### config.mk
export PLATFORM = sky130hd
export DESIGN_NAME = codec_reg_engine
export DESIGN_NICKNAME = d
export VERILOG_FILES = /design/src/rtl/codec_reg_pkg.sv /design/src/rtl/codec_tx_sched.sv /design/src/rtl/codec_rx_slot.sv /design/src/rtl/codec_reg_engine.sv
export SDC_FILE = /design/constraint.sdc
export NUM_CORES = 1
export LEC_CHECK = 0
export BUFFER_PORTS_ARGS = -buffer_cell sky130_fd_sc_hd__buf_2
export CORE_MARGIN = 1.5
export CORE_UTILIZATION = 44
export CTS_BUF_LIST = sky130_fd_sc_hd__clkbuf_16
export DETAILED_ROUTE_END_ITERATION = 8
export HOLD_SLACK_MARGIN = 0.15
export PLACE_DENSITY = 0.77
export SETUP_SLACK_MARGIN = 0.2
export SLEW_MARGIN = 0
export SYNTH_ARGS = -nofsm -noshare
export SYNTH_HDL_FRONTEND = slang
export SYNTH_SLANG_ARGS = --single-unit
### constraint.sdc
create_clock -name clk -period 1.25 [get_ports clk]
set_clock_uncertainty 0.2 [all_clocks]
set_input_delay 0.0625 -clock clk [delete_from_list [all_inputs] [get_ports clk]]
set_output_delay 0.0625 -clock clk [all_outputs]
set_load 0.05 [all_outputs]
### src/rtl/codec_reg_pkg.sv
// Shared slot geometry for the codec register access engine.
// Assumes 20-bit slot words with fixed field positions.
package codec_reg_pkg;
    localparam int SLOT_W   = 20;
    localparam int IDX_W    = 7;
    localparam int IDX_LSB  = 12;
    localparam int DATA_W   = 16;
    localparam int DATA_LSB = 4;
    localparam int REQ_BIT  = 19;
    localparam int NUM_RX   = 2;
    typedef logic [SLOT_W-1:0] slot_t;
endpackage

### src/rtl/codec_tx_sched.sv
// Transmit holding registers and frame scheduler.
// It holds the command and data words and decides at each frame strobe
// what leaves. A write needs both words present; a read goes out alone.
// Assumes frame_strobe is a single-cycle pulse per frame.
module codec_tx_sched
    import codec_reg_pkg::*;
(
    input  logic  clk,
    input  logic  rst_n,
    input  logic  tx1_we,
    input  slot_t tx1_wdata,
    input  logic  tx2_we,
    input  slot_t tx2_wdata,
    input  logic  tx1_en,
    input  logic  tx2_en,
    input  logic  frame_strobe,
    output logic  busy1,
    output logic  busy2,
    output slot_t frm_slot1,
    output slot_t frm_slot2,
    output logic  frm_tag1,
    output logic  frm_tag2
);
    slot_t hold1, hold2;
    logic  is_read, send_rd, send_wr, send_any;

    // Classify the pending request and check that its slots are enabled.
    always_comb begin
        is_read  = hold1[REQ_BIT];
        send_rd  = busy1 && is_read && tx1_en;
        send_wr  = busy1 && !is_read && busy2 && tx1_en && tx2_en;
        send_any = send_rd || send_wr;
    end

    // Capture host words into the holding registers.
    always_ff @(posedge clk) begin
        if (!rst_n) begin
            hold1 <= '0;
            hold2 <= '0;
        end else begin
            if (tx1_we) hold1 <= tx1_wdata;
            if (tx2_we) hold2 <= tx2_wdata;
        end
    end

    // Busy flags: set on load, cleared when the slot is sent. A new load wins.
    always_ff @(posedge clk) begin
        if (!rst_n) begin
            busy1 <= 1'b0;
            busy2 <= 1'b0;
        end else begin
            if (tx1_we)                   busy1 <= 1'b1;
            else if (frame_strobe && send_any) busy1 <= 1'b0;
            if (tx2_we)                   busy2 <= 1'b1;
            else if (frame_strobe && send_wr)  busy2 <= 1'b0;
        end
    end

    // Latch the outgoing frame words and tags at each frame strobe.
    always_ff @(posedge clk) begin
        if (!rst_n) begin
            frm_slot1 <= '0;
            frm_slot2 <= '0;
            frm_tag1  <= 1'b0;
            frm_tag2  <= 1'b0;
        end else if (frame_strobe) begin
            frm_slot1 <= send_any ? hold1 : '0;
            frm_slot2 <= send_wr  ? hold2 : '0;
            frm_tag1  <= send_any;
            frm_tag2  <= send_wr;
        end
    end

    // A data slot never leaves without its address slot.
    assert_pair_R4: assert property (@(posedge clk) disable iff (!rst_n)
        frm_tag2 |-> frm_tag1);

    // An enabled read is sent and its busy flag drops.
    assert_read_sent_R3: assert property (@(posedge clk) disable iff (!rst_n)
        (frame_strobe && busy1 && hold1[REQ_BIT] && tx1_en && !tx1_we)
        |=> (!busy1 && frm_tag1 && !frm_tag2));

    // A write without its data word is held.
    assert_write_held_R5: assert property (@(posedge clk) disable iff (!rst_n)
        (frame_strobe && busy1 && !hold1[REQ_BIT] && !busy2)
        |=> (busy1 && !frm_tag1));

    // Frame outputs move only after a strobe.
    assert_frame_stable_R10: assert property (@(posedge clk) disable iff (!rst_n)
        !frame_strobe |=> ($stable(frm_slot1) && $stable(frm_slot2)
                           && $stable(frm_tag1) && $stable(frm_tag2)));
endmodule

### src/rtl/codec_rx_slot.sv
// One receive holding register with its valid flag.
// It captures a tagged slot at the receive strobe and empties it on a host pop.
// Assumes a capture in the same cycle as a pop takes precedence.
module codec_rx_slot
    import codec_reg_pkg::*;
(
    input  logic  clk,
    input  logic  rst_n,
    input  logic  strobe,
    input  logic  tag,
    input  slot_t slot_in,
    input  logic  pop,
    output slot_t word,
    output logic  valid
);
    logic capture;

    // A slot is taken only when the frame tags it valid.
    always_comb capture = strobe && tag;

    // Hold the received word; a pop empties it.
    always_ff @(posedge clk) begin
        if (!rst_n) begin
            word  <= '0;
            valid <= 1'b0;
        end else if (capture) begin
            word  <= slot_in;
            valid <= 1'b1;
        end else if (pop) begin
            word  <= '0;
            valid <= 1'b0;
        end
    end

    assert_capture_R7: assert property (@(posedge clk) disable iff (!rst_n)
        (strobe && tag) |=> (valid && word == $past(slot_in)));

    assert_untagged_R7: assert property (@(posedge clk) disable iff (!rst_n)
        (!(strobe && tag) && !pop) |=> ($stable(word) && $stable(valid)));

    assert_pop_R8: assert property (@(posedge clk) disable iff (!rst_n)
        (pop && !(strobe && tag)) |=> (!valid && word == '0));
endmodule

### src/rtl/codec_reg_engine.sv
// Codec register access engine top level.
// It joins the transmit scheduler with two receive slot holders and
// decodes the returned index and data fields for the host.
// Assumes every strobe and host load or pop is a single-cycle pulse.
module codec_reg_engine
    import codec_reg_pkg::*;
(
    input  logic              clk,
    input  logic              rst_n,
    input  logic              host_tx1_we,
    input  logic [SLOT_W-1:0] host_tx1_wdata,
    input  logic              host_tx2_we,
    input  logic [SLOT_W-1:0] host_tx2_wdata,
    input  logic              host_rx1_pop,
    input  logic              host_rx2_pop,
    output logic [SLOT_W-1:0] host_rx1_word,
    output logic [SLOT_W-1:0] host_rx2_word,
    output logic [IDX_W-1:0]  host_rx_index,
    output logic [DATA_W-1:0] host_rx_data,
    output logic              stat_tx1_busy,
    output logic              stat_tx2_busy,
    output logic              stat_rx1_valid,
    output logic              stat_rx2_valid,
    output logic              stat_read_done,
    input  logic              link_tx1_en,
    input  logic              link_tx2_en,
    input  logic              link_frame_strobe,
    output logic [SLOT_W-1:0] link_tx_slot1,
    output logic [SLOT_W-1:0] link_tx_slot2,
    output logic              link_tx_tag1,
    output logic              link_tx_tag2,
    input  logic              link_rx_strobe,
    input  logic              link_rx_tag1,
    input  logic              link_rx_tag2,
    input  logic [SLOT_W-1:0] link_rx_slot1,
    input  logic [SLOT_W-1:0] link_rx_slot2
);
    slot_t              rx_in   [NUM_RX];
    slot_t              rx_word [NUM_RX];
    logic  [NUM_RX-1:0] rx_tag, rx_pop, rx_valid;

    codec_tx_sched u_tx (
        .clk          (clk),
        .rst_n        (rst_n),
        .tx1_we       (host_tx1_we),
        .tx1_wdata    (host_tx1_wdata),
        .tx2_we       (host_tx2_we),
        .tx2_wdata    (host_tx2_wdata),
        .tx1_en       (link_tx1_en),
        .tx2_en       (link_tx2_en),
        .frame_strobe (link_frame_strobe),
        .busy1        (stat_tx1_busy),
        .busy2        (stat_tx2_busy),
        .frm_slot1    (link_tx_slot1),
        .frm_slot2    (link_tx_slot2),
        .frm_tag1     (link_tx_tag1),
        .frm_tag2     (link_tx_tag2)
    );

    // Gather per-slot receive inputs into arrays.
    always_comb begin
        rx_in[0] = link_rx_slot1;
        rx_in[1] = link_rx_slot2;
        rx_tag   = {link_rx_tag2, link_rx_tag1};
        rx_pop   = {host_rx2_pop, host_rx1_pop};
    end

    for (genvar g = 0; g < NUM_RX; g++) begin : g_rx
        codec_rx_slot u_rx (
            .clk     (clk),
            .rst_n   (rst_n),
            .strobe  (link_rx_strobe),
            .tag     (rx_tag[g]),
            .slot_in (rx_in[g]),
            .pop     (rx_pop[g]),
            .word    (rx_word[g]),
            .valid   (rx_valid[g])
        );
    end

    // Present receive status and decoded fields to the host.
    always_comb begin
        host_rx1_word  = rx_word[0];
        host_rx2_word  = rx_word[1];
        stat_rx1_valid = rx_valid[0];
        stat_rx2_valid = rx_valid[1];
        stat_read_done = &rx_valid;
        host_rx_index  = rx_word[0][IDX_LSB +: IDX_W];
        host_rx_data   = rx_word[1][DATA_LSB +: DATA_W];
    end

    assert_done_R9: assert property (@(posedge clk) disable iff (!rst_n)
        stat_read_done |-> (stat_rx1_valid && stat_rx2_valid));
endmodule

======== Word level (Yosys, flattened, before mapping) ========
Cells that the tools add are included.
storage, ports and cells
  bits in registers ....................... 126
  input bits .............................. 92
  output and inout bits ................... 110
  logic and storage cells ................. 43
operators by class
  multiplexer cells ....................... 14
  reductions and logical operators ........ 17
operators with widths
  operator             number
  20-bit two-way mux   6
  1-bit logical AND    10
  1-bit two-way mux    8
  2-bit nonzero test   4
  2-bit AND reduction  1
  1-bit logical NOT    1
  1-bit logical OR     1

======== Depth between registers and ports, before layout ========
Gate-level depths: netlist (run 1).
  depth in word-level cells ............... 9
  mapped depth ............................ 5
  depth with buffers taken out ............ 3

======== Hierarchy ========
Synthesis (run 1) repeated with hierarchy kept, for this count alone.
second synthesis, totals
  cells, all modules ...................... 556
  area, all modules ....................... 5358.9 um2
by module, submodules not included
  module            times used  cells each  area an instance (um2)  seq. area each (um2)
  codec_tx_sched    1           346         3433.3                  1681.6
  codec_rx_slot     2           93          873.3                   420.4
  codec_reg_engine  1           24          178.9                   0.0

======== Least setup slack after synthesis (run 1) ========
Ideal clock, no wire load.
  kind .................................... reg2reg
  from .................................... reg u_tx.busy1
  to ...................................... reg u_tx.busy2
  setup time .............................. 127 ps
  data arrival time ....................... 1339 ps
  required time ........................... 923 ps
  setup slack ............................. -416 ps
  stages on the path, launching flop included .. 5
  path buffers ............................ 1
  clock period less this slack ............ 1666 ps
  cell sequence ........................... dfxtp_1 > nand3_2 > buf_4 > nor3_1 > o21ai_0
on the way
  longest elaborated chain between the ends .. 6
ends and longest elaborated chain
  element                         line                  RTL
  from (decl)                     codec_tx_sched.sv:17  output logic busy1,
  from (signal assigned)          codec_tx_sched.sv:49  busy1 <= 1'b0;
  from (signal assigned)          codec_tx_sched.sv:52  if (tx1_we) busy1 <= 1'b1;
  from (signal assigned)          codec_tx_sched.sv:53  else if (frame_strobe && send_any) busy1 <= 1'b0;
  1-bit logical AND (4 in a row)  codec_tx_sched.sv:31  send_wr = busy1 && !is_read && busy2 && tx1_en && tx2_en;
  1-bit logical AND               codec_tx_sched.sv:55  else if (frame_strobe && send_wr) busy2 <= 1'b0;
  2-bit nonzero test (no line)    n/a
  to (signal assigned)            codec_tx_sched.sv:50  busy2 <= 1'b0;
  to (signal assigned)            codec_tx_sched.sv:54  if (tx2_we) busy2 <= 1'b1;
  to (signal assigned)            codec_tx_sched.sv:55
  to (decl)                       codec_tx_sched.sv:18  output logic busy2,
Every way passes these cells.
A chain may end at the register's enable or synchronous reset.

======== Final worst setup path (run 1) ========
  from .................................... reg u_tx.busy2
  to ...................................... reg u_tx.frm_slot1[7]
on the way
  longest elaborated chain between the ends .. 5
ends and longest elaborated chain
  element                         line                  RTL
  1-bit logical AND (3 in a row)  codec_tx_sched.sv:31
  1-bit logical OR                codec_tx_sched.sv:32  send_any = send_rd || send_wr;
  20-bit two-way mux              codec_tx_sched.sv:67  frm_slot1 <= send_any ? hold1 : '0;
  to (signal assigned)            codec_tx_sched.sv:67
  to (decl)                       codec_tx_sched.sv:19  output slot_t frm_slot1,
Every way passes these cells.

==> flow_summary.toml, run 1 <==
[timing]
setup_viol = 39
slew_headroom_pct = 80.21
min_period_over_period_pct = 104.4
setup_ws_ns = -0.05504
final_hold_viol_count = 110
timing.fmax_mhz = 766.3
period_needed_ns = 1.305
slew_viol_final = 0
worst_hold_slack_ns = -0.2330
worst_pin_slew_ns = 0.2968
rsz0062_at_grt = "yes"

[critical_path]
critPathLaunchType = "flip-flop"
crit_fanout = 18
crit_end = "u_tx.frm_slot1[7]"
rrSetupSlack_ns = -0.06
r2r_cells = 4
r2r-end = "u_tx.frm_slot1[7]"
arrival_ns = 1.44
crit_required_ns = 1.39
startpoint = "u_tx.busy2"
end_kind = "flip-flop"
timing.rr.start = "u_tx.busy2"
critical_path_class = "reg -> reg"

[synthesis]
synth_top_family_by_area = "simple AND/OR/NAND/NOR gates"
ys_ff_latch = 126
synth_edf_count = 0
synth_fa_ha_area_share_pct = 0
yosysWarnings = 0
ys_types = 25
syn_area_per_cell_sq_um = 9.545
synth_xor_area_share_pct = 0
asyncSetResetFlopFracSynth_pct = 0
synth_fp_nets = 650
synth_area_sq_um = 5326
yosysSeqAreaShare_pct = 47.36
syn_inst = 558
synth_compound_area_share_pct = 12.83
synth_top_area_cell = "dfxtp_1"
muxShareOfSynthArea_pct = 7.517
synth_top_cell_area_share_pct = 47.36
synthSimpleGateAreaFrac_pct = 23.80
synth_area_leaders = "dfxtp_1 47%, nand3b_1 8.3%, mux2i_1 7.5%, nor2b_1 6.8%, a21boi_0 6.1%"
synth_flop_cell = "dfxtp_1"

[clock_network]
htree_levels = 4
cts_hold_buf = 81
numCtsBuffers = 17
cts_root_buf = "clkbuf_16"
insertion_delay_ns = 0.41
cts.sinks = 126
cts_tree = "done"
clock_path_buffers = 2
clk_pin_slew_ns = 0.05

[power_and_ir_drop]
vdd_ir_drop_max_mv = 0.8329
intPower_uw = 7394
power_leakage_uw = 0.003887
p_seq_share_pct = 42.3
p_sw_share_pct = 26.60
power_switching_uw = 2680
power_density_nw_per_um2 = 1064
p_clk_share_pct = 41.0
p_comb_share_pct = 16.7

[finish]
final_core_util_pct = 79.47
design_area_sq_um = 9467
layout-drive-gt1-share_pct = 47.09
layout.cells.most_common = "buf_8"
fin_nets = 921
final_cell_mix = "112 x buf_8, 91 x buf_2, 81 x dlygate4sd3_1"
area_growth_syn_to_layout_pct = 77.73

[drt]
drt_first_pass_iters = 4
wl_met2_mm = 9.801
wire_per_inst_um = 18.09
totalWireLength_mm = 17.89
vias = 5112
drc = 0
wl_met1_mm = 6.410
vias_per_cell = 5.169
drt_iter0_drc = 246
met3WireLength_um = 720
dr.max_layer_used = "met4"
final_antenna_net_count = 0

[outcome]
violations = "hold timing, setup timing"
outcome = "finished with violations"

[floorplanning]
ios = 202
coreArea_sq_um = 11910
core.rowCount = 40
initial_core_util_pct = 44.72
fp.dieH_um = 113.0
die_x_um = 113.0
dieArea_sq_um = 12770

[global_route]
grt_pass1_wl_mm = 28.15
grt_max_degree = 58
grt.total_usage_pct = 28.17
antenna_found_initial = 1
grt_pass1_vias = 5557
grt_overflow = 0

[placement]
io_buffers = 201
place_congestion = 0.8091
dp_slack_ns = -0.1048
placed_area_sq_um = 6619
hpwl_mm = 9.188

[job]
drv_cap = 0

[worst_hold_path]
hold_depth = 3
hold_path.class = "in -> reg"
## registers in the layout (all words and copies together), names as in the netlist
signal / count
u_tx.frm_slot2: 20
g_rx.u_rx.word: 40
u_tx.frm_tag1: 1
u_tx.busy1: 1
u_tx.frm_tag2: 1
u_tx.hold2: 20
u_tx.hold1: 20
u_tx.busy2: 1
u_tx.frm_slot1: 20
g_rx.u_rx.valid: 2
## cell type report
cell class | count | area (sq um)
Fill cell | 665 | 2445
Multi-Input combinational cell | 343 | 2605
Tap cell | 147 | 183.9
Timing Repair Buffer | 321 | 3418
Clock inverter | 14 | 62.56
Sequential cell | 126 | 2694
Inverter | 20 | 75.07
Antenna cell | 1 | 2.502
Clock buffer | 17 | 425.4
## worst min-delay path by stage
| stage | start | endpoint | slack (ns) |
|---|---|---|---|
| after floorplan | link_rx_slot1[10] | g_rx[0].u_rx.word[10] | -0.0001 |
| after detailed placement | link_rx_slot1[15] | g_rx[0].u_rx.word[15] | 0.11 |
| after CTS | link_tx1_en | u_tx.frm_slot1[19] | -0.24 |
| after global placement | link_rx_slot1[17] | g_rx[0].u_rx.word[17] | 0.10 |
| final | link_tx1_en | u_tx.frm_slot1[19] | -0.23 |
| after global routing | link_tx1_en | u_tx.frm_slot1[19] | -0.21 |
## routing by layer
layer / GRT usage (%) / up-vias
met1: 29.30 / 2447
met3: 6.106 / 72
met5: 0 / -
met2: 52.20 / 201
li1: - / 2392
met4: 16.17 / 0
## per-stage QoR
step / std cells / TNS [ns] / power [uW]
3_3_place_gp: 859 / 0 / 5465
4_1_cts: 978 / -0.7471 / 10010
5_1_grt: 989 / -2.917 / 10420
6_report: 989 / -1.177 / 10070
2_1_floorplan: 558 / -2.131 / 5125
3_5_place_dp: 859 / -0.1731 / 5501
## logic make-up after synthesis
family                 count (synthesis)
and+or+nand+nor                      215
DFF                                  126
buffers and inverters                 89
AOI/OAI and AO/OA                     88
muxes                                 40
## worst max-delay path: stages, from the launching register on
cell and delay [ns]:
dfxtp_4 0.40, a21oi_2 0.08, or2_4 0.27, buf_12 0.16
o21ai_2 0.12
## cells in the mapped netlist, types with 4 or more instances
| cell type | count |
|---|---|
| a21boi_0 | 43 |
| inv_1 | 20 |
| nand2_1 | 64 |
| nand2b_1 | 4 |
| clkbuf_1 | 33 |
| nand3b_1 | 59 |
| nor4_1 | 20 |
| o21a_1 | 23 |
| dfxtp_1 | 126 |
| buf_2 | 8 |
| o21ai_2 | 19 |
| nor2b_1 | 58 |
| buf_4 | 25 |
| mux2i_1 | 40 |
## power by group through the flow
| stage | Combinational, uW | Clock (uW) | Sequential (uW) |
|---|---|---|---|
| finish | 1680 | 4130 | 4260 |
| global route | 1770 | 4380 | 4270 |
| CTS | 1600 | 4160 | 4250 |
| detailed placement | 1170 | 0 | 4330 |
| global placement | 1140 | 0 | 4320 |
| floorplan | 602 | 0 | 4520 |
## what timing repair did
action | CTS | global route
endpoints found under the hold margin | 126 | 126
endpoints found under the setup margin | 153 | 157
pin swaps | 9 | 6
buffers inserted | 6 | 10
gates cloned | 1 | 0
gates resized for setup | 415 | 16
No activity file was read; power rests on OpenSTA's default activity.
==> inputs of run 2 (changes only) <==
--- a/config.mk
+++ b/config.mk
@@ -5,9 +5,10 @@
 export SDC_FILE = /design/constraint.sdc
 export NUM_CORES = 1
 export LEC_CHECK = 0
+export ABC_AREA = 1
 export BUFFER_PORTS_ARGS = -buffer_cell sky130_fd_sc_hd__buf_2
 export CORE_MARGIN = 1.5
-export CORE_UTILIZATION = 44
+export CORE_UTILIZATION = 43
 export CTS_BUF_LIST = sky130_fd_sc_hd__clkbuf_16
 export DETAILED_ROUTE_END_ITERATION = 8
 export HOLD_SLACK_MARGIN = 0.15
==> run 2 against run 1 <==
Net effect:
- the run still ends with hold timing, setup timing left
- sequential share of layout area up 0.29 points
- largest cell class unchanged
- highest routed layer unchanged
- die area down 7.9%
- maximum frequency down 8.2%
==> flow_summary.toml, run 2 <==
[power_and_ir_drop]
power_density_nw_per_um2 = 1206
power_leakage_uw = 0.003890
vdd_ir_drop_max_mv = 1.094

[timing]
setup_viol = 44
slew_headroom_pct = 76.77
timing.fmax_mhz = 703.8
setup_ws_ns = -0.1710
worst_hold_slack_ns = -0.2072
final_hold_viol_count = 75
period_needed_ns = 1.421
slew_viol_final = 0
worst_pin_slew_ns = 0.3480
rsz0062_at_grt = "yes"
min_period_over_period_pct = 113.7

[critical_path]
arrival_ns = 1.55
crit_required_ns = 1.38
crit_fanout = 7
end_kind = "flip-flop"
critPathLaunchType = "flip-flop"
critical_path_class = "reg -> reg"

[synthesis]
syn_area_per_cell_sq_um = 8.123
synth_edf_count = 0
synth_area_sq_um = 4785
yosysSeqAreaShare_pct = 52.72
ys_ff_latch = 126
synth_top_cell_area_share_pct = 52.72
asyncSetResetFlopFracSynth_pct = 0
yosysWarnings = 0
syn_inst = 589
synth_common_cells = "126 x dfxtp_1, 118 x nand3_1, 87 x a21oi_1"
synth_flop_cell = "dfxtp_1"
synth_top_area_cell = "dfxtp_1"
synth_area_leaders = "dfxtp_1 53%, nand3_1 12%, a21oi_1 9.1%, nor2_1 6.1%, buf_4 4.4%"
synth_fp_nets = 681
ys_types = 17
yosysMostFrequentCell = "dfxtp_1"

[clock_network]
cts_tree = "done"
cts_hold_buf = 82
clk_pin_slew_ns = 0.06
htree_levels = 4
insertion_delay_ns = 0.41
cts.sinks = 126
numCtsBuffers = 17
clock_path_buffers = 2
cts_root_buf = "clkbuf_16"

[floorplanning]
core.rowCount = 38
initial_core_util_pct = 44.14
coreArea_sq_um = 10840
die_x_um = 108.5
ios = 202
dieArea_sq_um = 11770
fp.dieH_um = 108.5

[finish]
layout-drive-gt1-share_pct = 51.27
area_growth_syn_to_layout_pct = 97.15
max_flop_register = "g_rx.u_rx.word"
largest_reg_flops = 40
design_area_sq_um = 9433
final_cell_mix = "108 x buf_8, 93 x nand3_1, 91 x buf_2"
fin_nets = 982
layout.cells.most_common = "buf_8"

[drt]
vias = 5965
vias_per_cell = 5.714
drt_first_pass_iters = 6
final_antenna_net_count = 0
drc = 0
drt_iter0_drc = 614
wire_per_inst_um = 21.21
totalWireLength_mm = 22.14

[global_route]
grt.total_usage_pct = 32.65
grt_pass1_vias = 5729
grt_max_degree = 41
grt_overflow = 0
antenna_found_initial = 1
grt_pass1_wl_mm = 29.36

[placement]
io_buffers = 201
placed_area_sq_um = 5899
place_congestion = 0.8134
hpwl_mm = 8.914
dp_slack_ns = -0.01279

[worst_hold_path]
hold_path.class = "in -> reg"

[job]
drv_cap = 0

[outcome]
outcome = "finished with violations"
violations = "hold timing, setup timing"
[run 2: changes by cell type in the layout (fill, tap and decap cells not counted), sizes merged, moves of 23 or more]
cell    previous run  this run
nand3              1       119
a21oi              1        87
nor2               0        80
nand3b            59         0
nor2b             58         0
a21boi            44         0
mux2i             40         0
buf              240       272
o21a              23         0
[run 2: stage by stage]
step	power [uW]	setup TNS, ns	cells	hold slack [ns]	util [%]
3_3_place_gp	5409	0	883	0.08396	54.42
5_1_grt	11700	-4.971	1044	-0.2143	87.02
4_1_cts	11110	-1.824	1021	-0.1828	82.84
3_5_place_dp	5437	-0.01279	883	0.08863	54.42
2_1_floorplan	5084	0	589	-0.002912	-
6_report	11380	-2.980	1044	-0.2072	87.02
[run 2: routing by layer]
metal	track usage [%]	vias to the layer above	part of all wire (%)	wire length, um
li1	-	2573	-	-
met2	58.58	427	52	11460
met5	0	-	0	0
met3	9.042	122	9.0	1991
met1	34.01	2843	34	7486
met4	18.70	0	5.5	1209
[run 2: cell type report]
cell class	count	area, sq um
Sequential cell	126	2711
Tap cell	140	175.2
Multi-Input combinational cell	381	2128
Inverter	9	37.54
Timing Repair Buffer	355	3749
Fill cell	472	1408
Antenna cell	1	2.502
Clock inverter	14	178.9
Clock buffer	18	450.4
[run 2: cells by family (layout without fill, tap and decap cells)]
| family | Yosys count | after routing | share of synthesized area (%) |
|---|---|---|---|
| AND/OR/NAND/NOR | 254 | 254 | 23.59 |
| AO/OA/AOI/OAI | 127 | 127 | 13.28 |
| flip-flops | 126 | 126 | 52.72 |
| buffers and inverters | 82 | 396 | 10.41 |
| other | 0 | 1 | 0 |
[run 2: worst paths after layout]
check	from	endpoint	slack, ns	cells after the start
worst max register to register	u_tx.busy1	u_tx.frm_slot2[3]	-0.17	6
worst min-delay path	link_rx_tag2	g_rx[1].u_rx.word[18]	-0.21	3
worst min register to register	u_tx.hold1[13]	u_tx.frm_slot1[13]	0.27	2
worst max-delay path	u_tx.busy1	u_tx.frm_slot2[3]	-0.17	6
[run 2: where the power goes]
group	total [uW]	internal (uW)	switching, uW
clock network	5280	3300	1990
logic	1800	825	975
registers	4290	4130	159
total	11400	8250	3120
[run 2: what timing repair did]
action,CTS,global route
gates resized for setup,438,57
buffers inserted,21,22
pin swaps,18,22
cloned,3,2
setup endpoints to repair,154,195
hold endpoints to repair,126,126
[run 2: critical path, cell delays in order, from the launching register on]
cell,delay [ns]
dfxtp_4,0.36
nand2_4,0.06
nor2_8,0.13
buf_6,0.14
buf_6,0.13
nand3_1,0.12
a21oi_2,0.18
==> inputs of run 3 (changes only) <==
--- a/config.mk
+++ b/config.mk
@@ -8,12 +8,13 @@
 export ABC_AREA = 1
 export BUFFER_PORTS_ARGS = -buffer_cell sky130_fd_sc_hd__buf_2
 export CORE_MARGIN = 1.5
-export CORE_UTILIZATION = 43
-export CTS_BUF_LIST = sky130_fd_sc_hd__clkbuf_16
+export CORE_UTILIZATION = 45
+export CTS_BUF_LIST = sky130_fd_sc_hd__clkbuf_2 sky130_fd_sc_hd__clkbuf_4 sky130_fd_sc_hd__clkbuf_8
 export DETAILED_ROUTE_END_ITERATION = 8
 export HOLD_SLACK_MARGIN = 0.15
-export PLACE_DENSITY = 0.77
+export PLACE_DENSITY = 0.8
 export SETUP_SLACK_MARGIN = 0.2
+export SKIP_LAST_GASP = 1
 export SLEW_MARGIN = 0
 export SYNTH_ARGS = -nofsm -noshare
 export SYNTH_HDL_FRONTEND = slang
==> run 3 against run 2 <==
Net effect:
- the flow still finishes with violations (hold timing, setup timing)
- final area up 0.95%
- register-to-register slack lost 0.04 ns
- wire length rose by 14%
- sequential power about the same
- total power is 15% lower
- critical endpoint is now u_tx.frm_slot2[8]
- final cell count grew 0.96%
- clock power decreased by 33%
- global-route usage up 2.6 points
- utilization grew 5.2 points
==> flow_summary.toml, run 3 (synthesized netlist as in run 2, its figures left out) <==
[worst_hold_path]
hold_path.class = "in -> reg"

[job]
drv_cap = 0

[critical_path]
slowest_delay_ns = 0.37
r2r_cells = 5
critical_path_class = "reg -> reg"
worst_path_dominant_cell_family = "flip-flops"
startpoint = "u_tx.busy1"
end_kind = "flip-flop"
critPathLaunchType = "flip-flop"
crit_required_ns = 1.41
crit_buf_inv = 1
arrival_ns = 1.62
timing.rr.start = "u_tx.busy1"
cp.depth = 5
crit_end = "u_tx.frm_slot2[8]"
crit_fanout = 5
crit_chain = "nand2_4 > nor2_8 > bufbuf_16 > nand3_1 > a21oi_1"
critPathSlowestCell = "dfxtp_4"
r2r-end = "u_tx.frm_slot2[8]"
rrSetupSlack_ns = -0.21

[global_route]
grt_pass1_vias = 5850
grt_pass1_wl_mm = 30.77
grt_max_degree = 55
grt_overflow = 0
grt.total_usage_pct = 35.28
antenna_found_initial = 2

[drt]
final_antenna_net_count = 0
drt_iter0_drc = 872
vias = 6308
wire_per_inst_um = 23.88
totalWireLength_mm = 25.17
drt_first_pass_iters = 9
drc = 0
vias_per_cell = 5.985

[clock_network]
cts_tree = "done"
htree_levels = 4
clk_pin_slew_ns = 0.08
cts.sinks = 126
cts_hold_buf = 84
insertion_delay_ns = 0.45
numCtsBuffers = 17
clock_path_buffers = 2
cts_root_buf = "clkbuf_8"

[power_and_ir_drop]
p_comb_share_pct = 19.5
power_switching_uw = 2911
p_seq_share_pct = 44.2
power_leakage_uw = 0.003906
p_total_uw = 9715
p_clk_share_pct = 36.2
vdd_ir_drop_max_mv = 0.7175
intPower_uw = 6804
p_sw_share_pct = 29.96
power_density_nw_per_um2 = 1020

[finish]
largest_reg_flops = 40
final_core_util_pct = 92.24
fin_nets = 995
layout.cells.most_common = "buf_8"
final_cells = 1054
final_cell_mix = "108 x buf_8, 90 x nand3_1, 90 x buf_2"
area_growth_syn_to_layout_pct = 99.03
max_flop_register = "g_rx.u_rx.word"
layout-drive-gt1-share_pct = 53.28

[timing]
slew_viol_final = 0
final_hold_viol_count = 63
worst_hold_slack_ns = -0.1929
timing.fmax_mhz = 685.7
min_period_over_period_pct = 116.7
setup_viol = 55
rsz0062_at_grt = "yes"
worst_pin_slew_ns = 0.3970
slew_headroom_pct = 73.49
period_needed_ns = 1.458
setup_ws_ns = -0.2084

[floorplanning]
die_x_um = 106.1
dieArea_sq_um = 11260
ios = 202
coreArea_sq_um = 10320
fp.dieH_um = 106.1
initial_core_util_pct = 46.35
core.rowCount = 37

[placement]
io_buffers = 201
place_congestion = 0.8346
hpwl_mm = 9.095
dp.cells = 877

[outcome]
violations = "hold timing, setup timing"
outcome = "finished with violations"
-- run 3: area by class of cell --
type | instances | area, sq um
antenna | 2 | 5.005
clock buffer | 23 | 304.0
clock inverter | 9 | 83.83
fill | 344 | 800.8
inverter | 9 | 40.04
multi-input combinational | 382 | 2242
sequential | 126 | 2716
tap | 136 | 170.2
timing repair buffer | 367 | 3961
-- run 3: worst min-delay path by stage --
stage,from,endpoint,slack [ns],cells after the start
2_1_floorplan,host_tx1_wdata[0],u_tx.hold1[0],-0.003,2
3_3_place_gp,host_tx1_wdata[12],u_tx.hold1[12],0.08,3
3_5_place_dp,host_tx2_wdata[0],u_tx.hold2[0],0.09,3
4_1_cts,host_tx2_we,u_tx.hold2[0],-0.18,4
5_1_grt,link_rx_tag2,g_rx[1].u_rx.word[15],-0.19,3
6_report,link_rx_tag2,g_rx[1].u_rx.word[15],-0.19,3
-- run 3: through the flow --
stage	instance area, sq um	hold slack, ns	setup slack (ns)	TNS (ns)
floorplan	4875	-0.002912	0.03296	0
global placement	5879	0.08404	0.02215	0
detailed placement	5879	0.09008	-0.07795	-0.4032
CTS	8693	-0.1778	-0.1062	-2.709
global route	9520	-0.1928	-0.2490	-8.482
finish	9523	-0.1929	-0.2084	-5.861
-- run 3: worst min-delay path: stages --
cell	delay, ns
buf_2	0.17
nand3_1	0.10
a21oi_1	0.06
-- run 3: repair_timing --
item / 4_1_cts / 5_1_grt
cloned: 5 / 5
endpoints found under the setup margin: 154 / 196
buffers inserted: 24 / 27
pin swaps: 17 / 37
gates resized for setup: 404 / 122
endpoints found under the hold margin: 126 / 126
-- run 3: metal layers --
layer,part of all wire (%),vias up,track usage (%)
met1,34,2920,39.23
met4,7.5,2,17.66
li1,-,2597,-
met3,10,191,10.61
met2,48,598,60.97
met5,0.048,-,0
-- run 3: power groups by stage --
stage               Sequential [uW]  Combinational (uW)  Clock, uW
global route                   4300                1960       3700
finish                         4300                1900       3520
global placement               4340                1070          0
floorplan                      4540                 548          0
CTS                            4260                1550       3450
detailed placement             4350                1080          0
